<file path="config.mk">
export PLATFORM = sky130hd
export DESIGN_NAME = rsu_top
export DESIGN_NICKNAME = d
export VERILOG_FILES = /design/src/rtl/rsu_pkg.sv /design/src/rtl/rsu_pop.sv /design/src/rtl/rsu_ccs_reg.sv /design/src/rtl/rsu_sp_bank.sv /design/src/rtl/rsu_top.sv
export SDC_FILE = /design/constraint.sdc
export NUM_CORES = 1
export LEC_CHECK = 0
export ABC_AREA = 1
export BUFFER_PORTS_ARGS = -buffer_cell sky130_fd_sc_hd__buf_4
export CORE_MARGIN = 10
export CORE_UTILIZATION = 56
export CTS_CLUSTER_SIZE = 14
export DETAILED_ROUTE_END_ITERATION = 8
export PLACE_DENSITY = 0.86
export SETUP_SLACK_MARGIN = 0.02
export SYNTH_ARGS = -nofsm -noshare
export SYNTH_HDL_FRONTEND = slang
export SYNTH_SLANG_ARGS = --single-unit
</file>
<file path="constraint.sdc">
create_clock -name clk -period 2 [get_ports clk]
set_input_delay 0.4 -clock clk [delete_from_list [all_inputs] [get_ports clk]]
set_output_delay 0.4 -clock clk [all_outputs]
set_load 0.05 [all_outputs]
</file>
<file path="src/rtl/rsu_pkg.sv">
package rsu_pkg;
   typedef enum logic [1:0] {
      SEL_CCS  = 2'd0,
      SEL_SP   = 2'd1,
      SEL_USP  = 2'd2,
      SEL_NONE = 2'd3
   } wr_sel_e;
endpackage

</file>
<file path="src/rtl/rsu_pop.sv">
// Combinational status-stack pop: shift the low field, keep the top bits,
// apply pending / NMI-mask rules, report resulting user mode.
module rsu_pop #(
   parameter int DATA_W = 32,
   parameter int KEEP_W = 2,
   parameter int LOW_W  = 28,
   parameter int SHIFT  = 10,
   parameter int U_BIT  = 8,
   parameter int P_BIT  = 7,
   parameter int M_BIT  = 30,
   parameter int R_BIT  = 8
) (
   input  logic [DATA_W-1:0] ccs_old,
   input  logic              nmi,
   output logic [DATA_W-1:0] ccs_new,
   output logic              to_user
);
   localparam int GAP_W   = DATA_W - KEEP_W - LOW_W;
   localparam int TOP_LSB = DATA_W - KEEP_W;
   localparam int SRC_TOP = LOW_W - SHIFT;

   if (GAP_W < 0)                    $error("rsu_pop: fields exceed word");
   if (SHIFT <= 0 || SHIFT >= LOW_W) $error("rsu_pop: bad shift distance");
   if (U_BIT >= SRC_TOP)             $error("rsu_pop: user flag outside popped field");
   if (P_BIT >= DATA_W || M_BIT >= DATA_W || R_BIT >= DATA_W)
                                     $error("rsu_pop: flag position out of range");

   logic [DATA_W-1:0] popped;
   logic              restart_clr;

   assign restart_clr = ~ccs_old[R_BIT];

   for (genvar i = 0; i < DATA_W; i++) begin : g_bit
      logic base;
      if (i >= TOP_LSB) begin : g_keep
         assign base = ccs_old[i];
      end else if (i < SRC_TOP) begin : g_shift
         assign base = ccs_old[i+SHIFT];
      end else begin : g_zero
         assign base = 1'b0;
      end
      assign popped[i] = base;

      if (i == P_BIT && i == M_BIT) begin : g_pm
         assign ccs_new[i] = base | restart_clr | nmi;
      end else if (i == P_BIT) begin : g_p
         assign ccs_new[i] = base | restart_clr;
      end else if (i == M_BIT) begin : g_m
         assign ccs_new[i] = base | nmi;
      end else begin : g_plain
         assign ccs_new[i] = base;
      end
   end

   assign to_user = popped[U_BIT];

   if (GAP_W > 0) begin : g_gap
      logic unused_gap;
      assign unused_gap = ^ccs_old[LOW_W +: GAP_W];
   end
   logic unused_low;
   assign unused_low = ^ccs_old[SHIFT-1:0];
endmodule

</file>
<file path="src/rtl/rsu_ccs_reg.sv">
module rsu_ccs_reg
   import rsu_pkg::*;
#(
   parameter int DATA_W = 32
) (
   input  logic              clk,
   input  logic              rst_n,
   input  logic              ret_go,
   input  logic [DATA_W-1:0] ccs_pop,
   input  logic              wr_en,
   input  wr_sel_e           wr_sel,
   input  logic [DATA_W-1:0] wr_data,
   output logic [DATA_W-1:0] ccs_q
);
   always_ff @(posedge clk or negedge rst_n) begin
      if (!rst_n) begin
         ccs_q <= '0;
      end else if (ret_go) begin
         ccs_q <= ccs_pop;
      end else if (wr_en && wr_sel == SEL_CCS) begin
         ccs_q <= wr_data;
      end
   end
endmodule

</file>
<file path="src/rtl/rsu_sp_bank.sv">
module rsu_sp_bank
   import rsu_pkg::*;
#(
   parameter int DATA_W = 32
) (
   input  logic              clk,
   input  logic              rst_n,
   input  logic              ret_go,
   input  logic              to_user,
   input  logic              wr_en,
   input  wr_sel_e           wr_sel,
   input  logic [DATA_W-1:0] wr_data,
   output logic [DATA_W-1:0] sp_q,
   output logic [DATA_W-1:0] ksp_q,
   output logic [DATA_W-1:0] usp_q
);
   logic wr_ok;
   assign wr_ok = wr_en && !ret_go;

   always_ff @(posedge clk or negedge rst_n) begin
      if (!rst_n) begin
         sp_q  <= '0;
         ksp_q <= '0;
      end else if (ret_go) begin
         if (to_user) begin
            ksp_q <= sp_q;
            sp_q  <= usp_q;
         end
      end else if (wr_ok && wr_sel == SEL_SP) begin
         sp_q <= wr_data;
      end
   end

   always_ff @(posedge clk or negedge rst_n) begin
      if (!rst_n) begin
         usp_q <= '0;
      end else if (wr_ok && wr_sel == SEL_USP) begin
         usp_q <= wr_data;
      end
   end
endmodule

</file>
<file path="src/rtl/rsu_top.sv">
module rsu_top
   import rsu_pkg::*;
#(
   parameter int DATA_W = 32,
   parameter int KEEP_W = 2,
   parameter int LOW_W  = 28,
   parameter int SHIFT  = 10,
   parameter int U_BIT  = 8,
   parameter int P_BIT  = 7,
   parameter int M_BIT  = 30,
   parameter int R_BIT  = 8
) (
   input  logic              clk,
   input  logic              rst_n,
   input  logic              ret_go,
   input  logic              ret_nmi,
   input  logic              wr_en,
   input  logic [1:0]        wr_sel,
   input  logic [DATA_W-1:0] wr_data,
   output logic [DATA_W-1:0] ccs,
   output logic [DATA_W-1:0] sp,
   output logic [DATA_W-1:0] ksp,
   output logic [DATA_W-1:0] usp
);
   wr_sel_e           sel;
   logic [DATA_W-1:0] ccs_pop;
   logic              to_user;

   assign sel = wr_sel_e'(wr_sel);

   rsu_pop #(
      .DATA_W(DATA_W), .KEEP_W(KEEP_W), .LOW_W(LOW_W), .SHIFT(SHIFT),
      .U_BIT(U_BIT), .P_BIT(P_BIT), .M_BIT(M_BIT), .R_BIT(R_BIT)
   ) u_pop (
      .ccs_old (ccs),
      .nmi     (ret_nmi),
      .ccs_new (ccs_pop),
      .to_user (to_user)
   );

   rsu_ccs_reg #(.DATA_W(DATA_W)) u_ccs (
      .clk     (clk),
      .rst_n   (rst_n),
      .ret_go  (ret_go),
      .ccs_pop (ccs_pop),
      .wr_en   (wr_en),
      .wr_sel  (sel),
      .wr_data (wr_data),
      .ccs_q   (ccs)
   );

   rsu_sp_bank #(.DATA_W(DATA_W)) u_sp (
      .clk     (clk),
      .rst_n   (rst_n),
      .ret_go  (ret_go),
      .to_user (to_user),
      .wr_en   (wr_en),
      .wr_sel  (sel),
      .wr_data (wr_data),
      .sp_q    (sp),
      .ksp_q   (ksp),
      .usp_q   (usp)
   );
endmodule

</file>
==> results_dict.tcl <==
set metrics [dict create \
    run_status "completed" \
    path_buf_inv 1 \
    fp.dieH_um 119.9 \
    final-hold-violation-count 0 \
    grt_start_max_net_pins 65 \
    seq_power_share_pct 35.2 \
    total_leakage_power_uw 0.004236 \
    critical_path_class "reg -> out" \
    numClockSinks 128 \
    critical_path_fanouts_max 4 \
    routed_wl_mm 17.54 \
    synth_enable_flop_cells 0 \
    timing.setup.tns_ns 0 \
    num_antenna_cells 0 \
    yosys_warnings 0 \
    setup_repair_after_global_routing_missed_its_margin "false" \
    postSynthNetCount 718 \
    max_slew.worst_pin.slew_ns 0.5650 \
    switching_share_pct 40.59 \
    final_common_cell "sky130_fd_sc_hd__nand2_1" \
    grt_pass1_wl_mm 27.59 \
    syn_area_mm2 0.005587 \
    path_cells "buf_4" \
    flow.area_growth_from_synthesis_pct 33.33 \
    synth_cells 679 \
    drt_iter0_markers 597 \
    fin_nets 872 \
    critical_path.endpoint_type "output port" \
    detailedPlace.worstSlack_ns 0.3962 \
    final.period_utilization_pct 84.19 \
    placementRows 36 \
    grt_pass1_vias 5240 \
    synthFlopType "sky130_fd_sc_hd__dfrtp_1" \
    power.switching_uw 4058 \
    slew_violations 0 \
    synth_cell_types 16 \
    period_minus_slack_ns 1.684 \
    io_pins 167 \
    critical-path-top-delay-family "flip-flops" \
    holdCritPathClass "in -> reg" \
    globalplace.congestion 0.8571 \
    layout.cell_area.non_filler_mm2 0.007448 \
    grt.total_usage_pct 24.15 \
    grt_antenna_before_repair 0 \
    floorplan.core_area_mm2 0.009729 \
    worst-endpoint-required_ns 1.60 \
    max_slew_margin_pct 62.33 \
    critPathMaxStageDelay_ns 0.49 \
    worst_hold_slack_ns 0.1238 \
    tritoncts "done" \
    finalPower_uw 9997 \
    worst_slack_ns 0.3162 \
    clock.fmax_mhz 593.9 \
    power_report.internal_total_uw 5939 \
    crit_arrival_ns 1.28 \
    globalRoute.totalOverflow 0 \
    register_area_share_after_synthesis_pct 57.33 \
    post_route_cells_drive_above_1_share_pct 25.62 \
    worst_path_max_delay_cell "sky130_fd_sc_hd__dfrtp_1" \
    critical_path.startpoint_type "register" \
    clk_latency_ns 0.53 \
    cts_root_buf "sky130_fd_sc_hd__clkbuf_8" \
    timing.final.setup_violations 0 \
    max_cap_viol_count 0 \
    num_vias 5366 \
    post_dp_cell_area_mm2 0.006880 \
    final.setup_skew_ns 0.007751 \
    worst_ir_drop_vdd_mv 0.7213 \
    detailedPlacementHpwl_mm 12.15 \
    die_x_extent_um 119.9 \
    io_buffers 166 \
    fraction_of_registers_with_async_set_reset_pct 100.0 \
    mostFrequentLayoutCells "304 x sky130_fd_sc_hd__nand2_1, 176 x sky130_fd_sc_hd__buf_4, 128 x sky130_fd_sc_hd__dfrtp_1" \
    detail_route.drc_violations 0 \
    combPwrFrac_pct 35.6 \
    cts_setup_buffers 0 \
    cts_made_buffers 17 \
    detail_route.first_pass.iterations 5 \
    antenna_violating_nets_post_route 0 \
    syn-mean-instance-area_um2 8.228 \
    ctsLongestPathBuffers 2 \
    htreeDepth 4 \
    die-area_mm2 0.01437 \
    ys_seq_elements 128 \
    initial_core_util_pct 57.42 \
    average_detailed_routed_wire_length_per_instance_um 17.97 \
    via_per_inst 5.498 \
    clockPowerShare_pct 29.2 \
    power_density_mw_per_mm2 1342 \
    clk_pin_slew_worst_paths_ns 0.06 \
]
-- cells by family after synthesis --
group,Yosys count,synth area share [%]
AOI/OAI and AO/OA,61,5.465
buffers and inverters,81,6.965
DFF,128,57.33
and+or+nand+nor,409,30.24
-- per-layer routing --
| layer | routed length [um] | share of wire (%) | vias to the layer above | global-route usage [%] |
|---|---|---|---|---|
| met4 | 684 | 3.9 | 0 | 12.90 |
| met1 | 6662 | 38 | 2520 | 29.38 |
| met5 | 0 | 0 | - | 0 |
| met3 | 1651 | 9.4 | 57 | 7.454 |
| li1 | - | - | 2457 | - |
| met2 | 8542 | 49 | 332 | 37.86 |
-- flip-flops by register name, indices dropped and copies added, names as in the netlist --
register	count
u_sp.sp_q	32
u_ccs.ccs_q	32
u_sp.usp_q	32
u_sp.ksp_q	32
-- worst reg2reg max path: stages (launching register included) --
cell and delay (ns):
sky130_fd_sc_hd__dfrtp_1 0.47, sky130_fd_sc_hd__nand2_2 0.19, sky130_fd_sc_hd__buf_12 0.28, sky130_fd_sc_hd__nand3_1 0.19, sky130_fd_sc_hd__nand2_1 0.12
-- power groups by stage --
| stage | Clock (uW) | Combinational [uW] | Sequential (uW) |
|---|---|---|---|
| floorplan | 0 | 604 | 5210 |
| global placement | 0 | 3500 | 3510 |
| detailed placement | 0 | 3550 | 3540 |
| CTS | 2940 | 3580 | 3510 |
| global route | 3060 | 3740 | 3580 |
| finish | 2920 | 3560 | 3520 |
-- cells in the mapped netlist (2+ instances only) --
master                     number  share of area (%)
sky130_fd_sc_hd__nand3_1       95                8.5
sky130_fd_sc_hd__nand2_2        2               0.22
sky130_fd_sc_hd__buf_2         29                2.6
sky130_fd_sc_hd__clkbuf_1       7               0.47
sky130_fd_sc_hd__dfrtp_1      128                 57
sky130_fd_sc_hd__nand3_2        2               0.36
sky130_fd_sc_hd__o21ai_0       26                2.3
sky130_fd_sc_hd__buf_6          4               0.81
sky130_fd_sc_hd__inv_1         34                2.3
sky130_fd_sc_hd__nand2_1      304                 20
sky130_fd_sc_hd__nand2_4        2               0.40
sky130_fd_sc_hd__o21ai_1       35                3.1
sky130_fd_sc_hd__buf_4          5               0.67
sky130_fd_sc_hd__nor2_1         3               0.20
sky130_fd_sc_hd__inv_2          2               0.13
-- worst paths after layout --
path                            slack, ns                        start                    endpoint  cells after the start
worst max-delay path                 0.32  u_ccs.ccs_q[18]$_DFFE_PN0P_                     ccs[18]                      1
worst min-delay path                 0.12                  wr_data[30]  u_sp.usp_q[30]$_DFFE_PN0P_                      3
worst max register to register       0.68  u_ccs.ccs_q[18]$_DFFE_PN0P_   u_sp.sp_q[12]$_DFFE_PN0P_                      4
worst min register to register       0.47   u_sp.ksp_q[28]$_DFFE_PN0P_  u_sp.ksp_q[28]$_DFFE_PN0P_                      2
max in group asynchronous            0.90                        rst_n   u_sp.usp_q[3]$_DFFE_PN0P_                      3
min in group asynchronous            0.41                        rst_n  u_sp.usp_q[23]$_DFFE_PN0P_                      2
-- area by class of cell --
class | instances | area (um2)
Sequential cell | 128 | 3203
Fill cell | 654 | 2281
Tap cell | 133 | 166.4
Multi-Input combinational cell | 470 | 1994
Inverter | 36 | 135.1
Clock buffer | 22 | 473.0
Timing Repair Buffer | 180 | 1391
Clock inverter | 7 | 85.08
-- per-stage QoR --
step	cells	utilization, %
2_1_floorplan	679	-
3_3_place_gp	946	70.72
3_5_place_dp	946	70.72
4_1_cts	976	76.56
5_1_grt	976	76.56
6_report	976	76.56
-- what timing repair did --
| item | 4_1_cts | 5_1_grt |
|---|---|---|
| gates resized for setup | 0 | 0 |
| hold buffers | 1 | 0 |
| endpoints found under the hold margin | 40 | 0 |
Power figures use the tool's default switching activity.
